===== src/rtl/ramsz_pkg.sv =====
// Shared definitions for the RAM size detector.
// Assumes byte-wide memory and a power-of-two probe limit.
package ramsz_pkg;

    // Sequencer steps; each non-idle step except DONE issues one transaction
    typedef enum logic [3:0] {
        ST_IDLE,
        ST_RD0,
        ST_RD1,
        ST_WINV,
        ST_CHKINV,
        ST_WMARK,
        ST_PRD,
        ST_PWR,
        ST_PCHK0,
        ST_PCHKP,
        ST_PRST,
        ST_REST1,
        ST_REST0,
        ST_DONE
    } step_e;

    localparam logic [7:0] MARK_BYTE = 8'h55;
    localparam logic [7:0] ANTI_MARK = 8'hAA;

endpackage


===== src/rtl/ramsz_port.sv =====
// Single-transaction memory port issuer.
// Takes a one-cycle issue pulse with op fields, raises mem_req and holds
// the fields until mem_ack, then returns a one-cycle completion pulse with
// the captured read data. Assumes issue only arrives while idle.
module ramsz_port #(
    parameter int AW = 20
) (
    input  logic          clk,
    input  logic          rst_n,
    input  logic          issue,
    input  logic          op_we,
    input  logic [AW-1:0] op_addr,
    input  logic [7:0]    op_wdata,
    output logic          mem_req,
    output logic          mem_we,
    output logic [AW-1:0] mem_addr,
    output logic [7:0]    mem_wdata,
    input  logic          mem_ack,
    input  logic [7:0]    mem_rdata,
    output logic          cpl,
    output logic [7:0]    rdata
);

    // Request register: open on issue, close on acknowledge, capture data
    always_ff @(posedge clk) begin
        if (!rst_n) begin
            mem_req   <= 1'b0;
            mem_we    <= 1'b0;
            mem_addr  <= '0;
            mem_wdata <= '0;
            cpl       <= 1'b0;
            rdata     <= '0;
        end else begin
            cpl <= 1'b0;
            if (issue) begin
                mem_req   <= 1'b1;
                mem_we    <= op_we;
                mem_addr  <= op_addr;
                mem_wdata <= op_wdata;
            end else if (mem_req && mem_ack) begin
                mem_req <= 1'b0;
                cpl     <= 1'b1;
                rdata   <= mem_rdata;
            end
        end
    end

endmodule


===== src/rtl/ramsz_seq.sv =====
// Probe sequencer for the RAM size detector.
// Walks the save / complement / marker / power-of-two probe / restore
// sequence, one transaction per step, and holds the result.
// Assumes MAX_SIZE is a power of two no larger than 2**AW.
module ramsz_seq
    import ramsz_pkg::*;
#(
    parameter int AW       = 20,
    parameter int MAX_SIZE = 1 << 20,
    parameter int SW       = AW + 1
) (
    input  logic          clk,
    input  logic          rst_n,
    input  logic          start,
    input  logic          cpl,
    input  logic [7:0]    rdata,
    output logic          issue,
    output logic          op_we,
    output logic [AW-1:0] op_addr,
    output logic [7:0]    op_wdata,
    output logic          done,
    output logic          no_ram,
    output logic [SW-1:0] size
);

    localparam logic [SW-1:0] LIMIT = SW'(MAX_SIZE);

    step_e         st;
    logic          wait_q;
    logic [7:0]    sv0, sv1, svp;
    logic [SW-1:0] probe;
    logic          is_op;

    // Decode the transaction belonging to the current step
    always_comb begin
        is_op    = 1'b1;
        op_we    = 1'b0;
        op_addr  = '0;
        op_wdata = '0;
        unique case (st)
            ST_RD0:    ;
            ST_RD1:    op_addr = AW'(1);
            ST_WINV:   begin op_we = 1'b1; op_wdata = ~sv0; end
            ST_CHKINV: ;
            ST_WMARK:  begin op_we = 1'b1; op_wdata = MARK_BYTE; end
            ST_PRD:    op_addr = probe[AW-1:0];
            ST_PWR:    begin op_we = 1'b1; op_addr = probe[AW-1:0]; op_wdata = ANTI_MARK; end
            ST_PCHK0:  ;
            ST_PCHKP:  op_addr = probe[AW-1:0];
            ST_PRST:   begin op_we = 1'b1; op_addr = probe[AW-1:0]; op_wdata = svp; end
            ST_REST1:  begin op_we = 1'b1; op_addr = AW'(1); op_wdata = sv1; end
            ST_REST0:  begin op_we = 1'b1; op_wdata = sv0; end
            default:   is_op = 1'b0;
        endcase
    end

    assign issue = is_op && !wait_q;

    // Step register: advance on each completion and judge read data
    always_ff @(posedge clk) begin
        if (!rst_n) begin
            st     <= ST_IDLE;
            wait_q <= 1'b0;
            sv0    <= '0;
            sv1    <= '0;
            svp    <= '0;
            probe  <= '0;
            done   <= 1'b0;
            no_ram <= 1'b0;
            size   <= '0;
        end else if (!is_op) begin
            if (start) begin
                st     <= ST_RD0;
                done   <= 1'b0;
                no_ram <= 1'b0;
                size   <= '0;
            end
        end else if (!wait_q) begin
            wait_q <= 1'b1;
        end else if (cpl) begin
            wait_q <= 1'b0;
            unique case (st)
                ST_RD0: begin sv0 <= rdata; st <= ST_RD1; end
                ST_RD1: begin sv1 <= rdata; st <= ST_WINV; end
                ST_WINV: st <= ST_CHKINV;
                ST_CHKINV: begin
                    if (rdata == ~sv0) st <= ST_WMARK;
                    else begin no_ram <= 1'b1; st <= ST_REST1; end
                end
                ST_WMARK: begin
                    probe <= SW'(1);
                    if (LIMIT <= SW'(1)) begin size <= LIMIT; st <= ST_REST1; end
                    else st <= ST_PRD;
                end
                ST_PRD: begin svp <= rdata; st <= ST_PWR; end
                ST_PWR: st <= ST_PCHK0;
                ST_PCHK0: begin
                    if (rdata == MARK_BYTE) st <= ST_PCHKP;
                    else begin size <= probe; st <= ST_REST1; end
                end
                ST_PCHKP: begin
                    if (rdata == ANTI_MARK) st <= ST_PRST;
                    else begin size <= probe; st <= ST_REST1; end
                end
                ST_PRST: begin
                    if ((probe << 1) >= LIMIT) begin size <= LIMIT; st <= ST_REST1; end
                    else begin probe <= probe << 1; st <= ST_PRD; end
                end
                ST_REST1: st <= ST_REST0;
                ST_REST0: begin done <= 1'b1; st <= ST_DONE; end
                default: st <= ST_IDLE;
            endcase
        end
    end

endmodule


===== src/rtl/ramsz_top.sv =====
// RAM size detector top level.
// Joins the probe sequencer to the single-transaction port issuer.
// Assumes the bus is already granted when start is pulsed.
module ramsz_top #(
    parameter int AW       = 20,
    parameter int MAX_SIZE = 1 << 20
) (
    input  logic          clk,
    input  logic          rst_n,
    input  logic          start,
    output logic          mem_req,
    output logic          mem_we,
    output logic [AW-1:0] mem_addr,
    output logic [7:0]    mem_wdata,
    input  logic          mem_ack,
    input  logic [7:0]    mem_rdata,
    output logic          done,
    output logic          no_ram,
    output logic [AW:0]   size
);

    localparam int SW = AW + 1;

    logic          issue, op_we, cpl;
    logic [AW-1:0] op_addr;
    logic [7:0]    op_wdata, rdata;

    ramsz_seq #(.AW(AW), .MAX_SIZE(MAX_SIZE), .SW(SW)) u_seq (
        .clk(clk), .rst_n(rst_n), .start(start),
        .cpl(cpl), .rdata(rdata),
        .issue(issue), .op_we(op_we), .op_addr(op_addr), .op_wdata(op_wdata),
        .done(done), .no_ram(no_ram), .size(size)
    );

    ramsz_port #(.AW(AW)) u_port (
        .clk(clk), .rst_n(rst_n),
        .issue(issue), .op_we(op_we), .op_addr(op_addr), .op_wdata(op_wdata),
        .mem_req(mem_req), .mem_we(mem_we), .mem_addr(mem_addr), .mem_wdata(mem_wdata),
        .mem_ack(mem_ack), .mem_rdata(mem_rdata),
        .cpl(cpl), .rdata(rdata)
    );

endmodule


===== config.mk =====
export PLATFORM = sky130hd
export DESIGN_NAME = ramsz_top
export DESIGN_NICKNAME = d
export VERILOG_FILES = /design/src/rtl/ramsz_pkg.sv /design/src/rtl/ramsz_port.sv /design/src/rtl/ramsz_seq.sv /design/src/rtl/ramsz_top.sv
export SDC_FILE = /design/constraint.sdc
export NUM_CORES = 1
export LEC_CHECK = 0
export CAP_MARGIN = 30
export CORE_MARGIN = 1
export CORE_UTILIZATION = 45
export CTS_BUF_LIST = sky130_fd_sc_hd__clkbuf_16
export CTS_CLUSTER_DIAMETER = 200
export DETAILED_ROUTE_END_ITERATION = 10
export DONT_BUFFER_PORTS = 1
export PLACE_DENSITY_LB_ADDON = 0.05
export REMOVE_ABC_BUFFERS = 1
export SLEW_MARGIN = 25
export SYNTH_ARGS = -nofsm -noshare
export SYNTH_HDL_FRONTEND = slang
export SYNTH_SLANG_ARGS = --single-unit

===== constraint.sdc =====
create_clock -name clk -period 2.5 [get_ports clk]
set_clock_uncertainty 0.2 [all_clocks]
set_input_delay 0.5 -clock clk [delete_from_list [all_inputs] [get_ports clk]]
set_output_delay 0.5 -clock clk [all_outputs]
set_load 0.01 [all_outputs]

# After elaboration in Yosys (flattened, before gate mapping)
# Cells that the tools add are included.
# word_totals
regBits	112
in_bits	12
output_inout_bits	53
elab_cells	102
# classes
n_lt_le_gt_ge	1
n_eq_ne	25
mux	38
bitwise_logic	3
n_reduce_logical	20
# ops
op	n
$mux 21	8
$pmux 21 s3	1
$pmux 4 s12	1
$pmux 8 s6	1
$pmux 21 s2	1
$pmux 20 s2	1
$mux 4	6
$ge 21x21->1 const B	1
$eq 4x4->1 const B	5
$mux 1	18
$eq 4x3->1 const B	4
$reduce_and 4->1	4
$reduce_or 12->1	1
$reduce_and 5->1	2
$ne 3x3->1 const B	3
$eq 4x2->1 const B	2
$eq 8x7->1 const B	1
$eq 8x8->1	1
$eq 8x8->1 const B	1
$ne 2x2->1 const B	4
$not 8->8	1
$reduce_and 7->1	1
$reduce_bool 2->1	3
$reduce_or 6->1	1
other kinds (11)	15

# Logic depth before layout (Yosys ltp)
# depth
ltp_word	7
ltp_mapped	8
depth_no_buf	5

# By module
# A second synthesis with hierarchy kept.
# hier_totals
cells_unflattened	551
area_unflattened_um2	5141.2
# modules_own_cells
module	n_inst	cells_each	area_each_um2	seq_area_each_um2
ramsz_seq	1	416	3659.8	1461.4
ramsz_port	1	135	1481.4	780.7

# Worst setup path after synthesis
# OpenSTA, ideal clock, no wires.
# synth_path
path_type	flip-flop to flip-flop
start	register u_seq.st[2]
end	register u_seq.size[20]
setup_time_ns	0.072
arrival_ns	1.793
t_required_ns	2.228
path_slack_ns	0.435
stages_incl_launch_ff	8
n_path_buf	2
period_less_slack_ns	2.065
path_cell_list	dfxtp_1 -> buf_6 -> or4_4 -> o21ai_2 -> nand2_4 -> a211oi_4 -> buf_8 -> mux2i_1
# synth_between
elab_chain_cells	5
elab_cells_between_ends	26
classes_between	18 x eq/ne; 5 x mux; 3 x reduce/logical
# synth_rtl
element	line	text
start, declared	ramsz_seq.sv:28	step_e st;
start signal, assigned	ramsz_seq.sv:62	st <= ST_IDLE;
start signal, assigned	ramsz_seq.sv:73	st <= ST_RD0;
start signal, assigned	ramsz_seq.sv:83	ST_RD0: begin sv0 <= rdata; st <= ST_RD1; end
$eq 4x1->1, or another cell as far along	ramsz_seq.sv:40	unique case (st)
$reduce_or 12->1 (no source line) / $pmux 21 s3 (equally long branches)	n/a	
$mux 1 / $mux 21 (equally long branches)	ramsz_seq.sv:40, ramsz_seq.sv:80	
$ne 4x4->1 (no source line), or another cell as far along	n/a	
$reduce_and 7->1 (no source line) / $mux 21 (equally long branches)	n/a	
end signal, assigned	ramsz_seq.sv:70	size <= '0;
end signal, assigned	ramsz_seq.sv:76	size <= '0;
end signal, assigned	ramsz_seq.sv:92	if (LIMIT <= SW'(1)) begin size <= LIMIT; st <= ST_REST1; end
end, declared	ramsz_seq.sv:23	output logic [SW-1:0] size
# Parallel ways exist; a longest one is shown, timed or not. The select of a mux whose other input is x is not followed.
# A chain may end at the register's enable or synchronous reset.

# Final worst setup path
# layout_path
start	register u_seq.st[1]
end	register u_seq.size[7]
# The elaborated chain is that of the path after synthesis.

==> run summary <==
Status -> complete, no violations
Ant. Diodes -> 0
Setup slack, reg-to-reg -> 0.25 ns
Starting density of the core -> 46.4%
Clock root buffer -> clkbuf_16
GPL Wtd Cong -> 0.877
Vias -> 3808
Filler Cell Count -> 998
Area of the multi-input gates -> 2330 um2
# placed instances -> 658
Worst Hold Path EP -> u_port.cpl
Slew of the pin with the lowest slew margin -> 0.623 ns
Fraction of layout cells with a size suffix above 1 -> 9.11%
WS Path Type -> flip-flop to flip-flop
I/O Buffers -> 0
Top_reg_cell synth -> dfxtp_1
Clk pwr share -> 41.3%
Initial antenna violation count -> 0
Yosys reg bits -> 112
Hold WC Path Type -> input pin to flip-flop
PD cells -> 638 nW/um2
Final min period -> 2.25 ns
Setup TNS -> 0 ns
HP Start -> rst_n
Hold_buf cts -> 0
Total CTS buffers -> 9
CP Launch Type -> flip-flop
WP data required -> 2.58 ns
Setup Fix Bufs, Post-CTS -> 0
Post-Layout Cell Count -> 674
Io pins -> 65
CP max FO -> 21
WL per Instance -> 16.9 um
Hold path depth -> 1
Routed Antenna Nets -> 0
Logic gate share of total power -> 4.9%
Static Leak -> 2.02 nW
Core area -> 10300 um2
Ys async rst share -> 0%
Clk_lat worst skew -> 0.35 ns
Largest net degree at the start of global routing -> 32
Rel. slew slack -> 58.1%
Number of synthesized flops with an enable pin -> 0
DRC -> 0
# resized after CTS -> 0
DP Area -> 4980 um2
Vias in the first global route -> 3701
DR pass1 iterations -> 5
Row count -> 37
Setup crit end kind -> flip-flop
Final instance area -> 5270 um2
Internal cell power -> 2.55 mW
RSZ-0062 raised after global routing -> false
Slew Limit Fails -> 0
Final WL -> 11400 um
Setup Viol. Count Final -> 0
GRT overflow -> 0
P&R area growth vs syn -> 10.4%
GRT Overall Usage -> 21.9%
Die area -> 11000 um2
Register area -> 2240 um2
Clk pin slew, worst setup/hold paths -> 0.08 ns
HPWL after DPL -> 7760 um
Final Hold Vio Count -> 0
H-tree Lvls -> 3
Die height -> 105 um
CTS tree -> yes
Count of different cell masters after synthesis -> 50
Final net count -> 545
Fmax -> 0.444 GHz
Reg2reg end -> u_seq.size[7]
Via density -> 5.65
Die Span X -> 105 um
Sequential share of power -> 53.8%
Hold_ws -> 0.0834 ns
Reg2reg start -> u_seq.st[1]
Sw Share -> 24.2%
Max-Cap Viols -> 0
R2R depth -> 6
DRT iter0 DRCs -> 388
NetSw -> 0.814 mW
Avg Cell Area, Syn -> 8.91 um2
VDD IR max -> 0.000308 V
Arrival @ worst endpoint -> 2.33 ns
CTS sink cnt -> 112
Max clock buf depth -> 2
Seq/Total Area, Yosys -> 47.0%
Cell Area, Synth -> 4770 um2
Fin crit share -> 90.1%
YS warnings -> 0
Cells after synthesis -> 535
First-pass GRT wire length -> 19100 um
metrics by stage:
stage                     setup slack, ns  total power, mW  utilization [%]
after floorplan                    -0.812             1.95                -
after global placement              0.337             2.01             48.4
after detailed placement            0.234             2.01             48.4
after CTS                           0.234             3.40             51.2
after global routing                0.104             3.49             51.2
final                               0.247             3.36             51.2
state kept, by name (all words and copies together), names as in the netlist:
signal and count:
u_port.cpl 1, u_port.mem_addr 20, u_port.mem_req 1, u_port.mem_wdata 8, u_port.mem_we 1, u_port.rdata 8
u_seq.done 1, u_seq.no_ram 1, u_seq.probe 21, u_seq.size 21, u_seq.st 4, u_seq.sv0 8
u_seq.sv1 8, u_seq.svp 8, u_seq.wait_q 1
cells in the mapped netlist (7+ instances only):
cell type  count  area [um2]
a22oi_1       43         323
a21oi_1       28         140
clkbuf_1      27         101
o21ai_0       16        80.1
nor2_1        76         285
nor3_1         9        45.0
nand2_1       67         251
buf_2          7        35.0
mux2i_1       53         531
nand3_1        7        35.0
and2_1         7        43.8
xor2_1         9        78.8
dfxtp_1      112        2240
per-layer routing:
| layer | track usage (%) | wire length, um | share of wire, % |
|---|---|---|---|
| met5 | 0 | 0 | 0 |
| met1 | 29.7 | 5310 | 47 |
| met3 | 6.80 | 840 | 7.4 |
| met4 | 7.34 | 173 | 1.5 |
| met2 | 33.2 | 5040 | 44 |
area by class of cell:
| type | instances | share of cell area (%) |
|---|---|---|
| multi-input combinational | 380 | 44.3 |
| sequential | 112 | 42.6 |
| clock buffer | 9 | 4.28 |
| timing repair buffer | 25 | 4.04 |
| tap | 136 | 3.23 |
| clock inverter | 7 | 1.24 |
| inverter | 5 | 0.356 |
cell families after synthesis:
kind of cell / share of synthesized area, %
AO/OA/AOI/OAI: 16.9
buffers and inverters: 4.28
AND/OR/NAND/NOR: 19.0
multiplexers: 11.1
flip-flops: 47.0
XOR/XNOR: 1.65
worst max path at each step:
stage / cells past startpoint / startpoint / slack (ns) / endpoint
2_1_floorplan: 5 / u_seq.st[3] / -0.81 / u_port.rdata[0]
3_3_place_gp: 6 / u_seq.st[1] / 0.34 / u_port.rdata[4]
3_5_place_dp: 6 / u_seq.st[1] / 0.23 / u_seq.size[7]
4_1_cts: 6 / u_seq.st[1] / 0.23 / u_seq.size[7]
5_1_grt: 6 / u_seq.st[1] / 0.10 / u_seq.size[9]
6_report: 6 / u_seq.st[1] / 0.25 / u_seq.size[7]
power by group through the flow:
stage          Sequential (mW)  Combinational (mW)  Clock [mW]
3_5_place_dp              1.85               0.163           0
5_1_grt                   1.81               0.178        1.50
2_1_floorplan             1.85               0.101           0
6_report                  1.81               0.164        1.39
3_3_place_gp              1.85               0.159           0
4_1_cts                   1.81               0.164        1.43
placed cells by master (no fill, tap or decap), types with 4 or more instances in the layout:
cell       count
inv_1          5
nand2b_1       5
buf_4         23
nor2b_1        5
a22oi_1       43
xor2_1         9
clkbuf_16      9
dfxtp_1      112
nor2_1        76
o22ai_1        4
a21oi_1       28
mux2i_1       53
and2_0         4
and2_1         7
nand3_1        7
nor3_1         7
o21a_1         5
nor4bb_1       4
nand2_1       67
a32oi_1        4
o21ai_0       16
worst max-delay path, stage by stage, from the launching register on:
cell and delay (ns):
dfxtp_1 0.42, or4_4 0.58, o21ai_2 0.12, nand2_4 0.11, a211oi_4 0.29, buf_12 0.25, mux2i_1 0.21
Note: power is estimated with default switching activity, not from simulation.
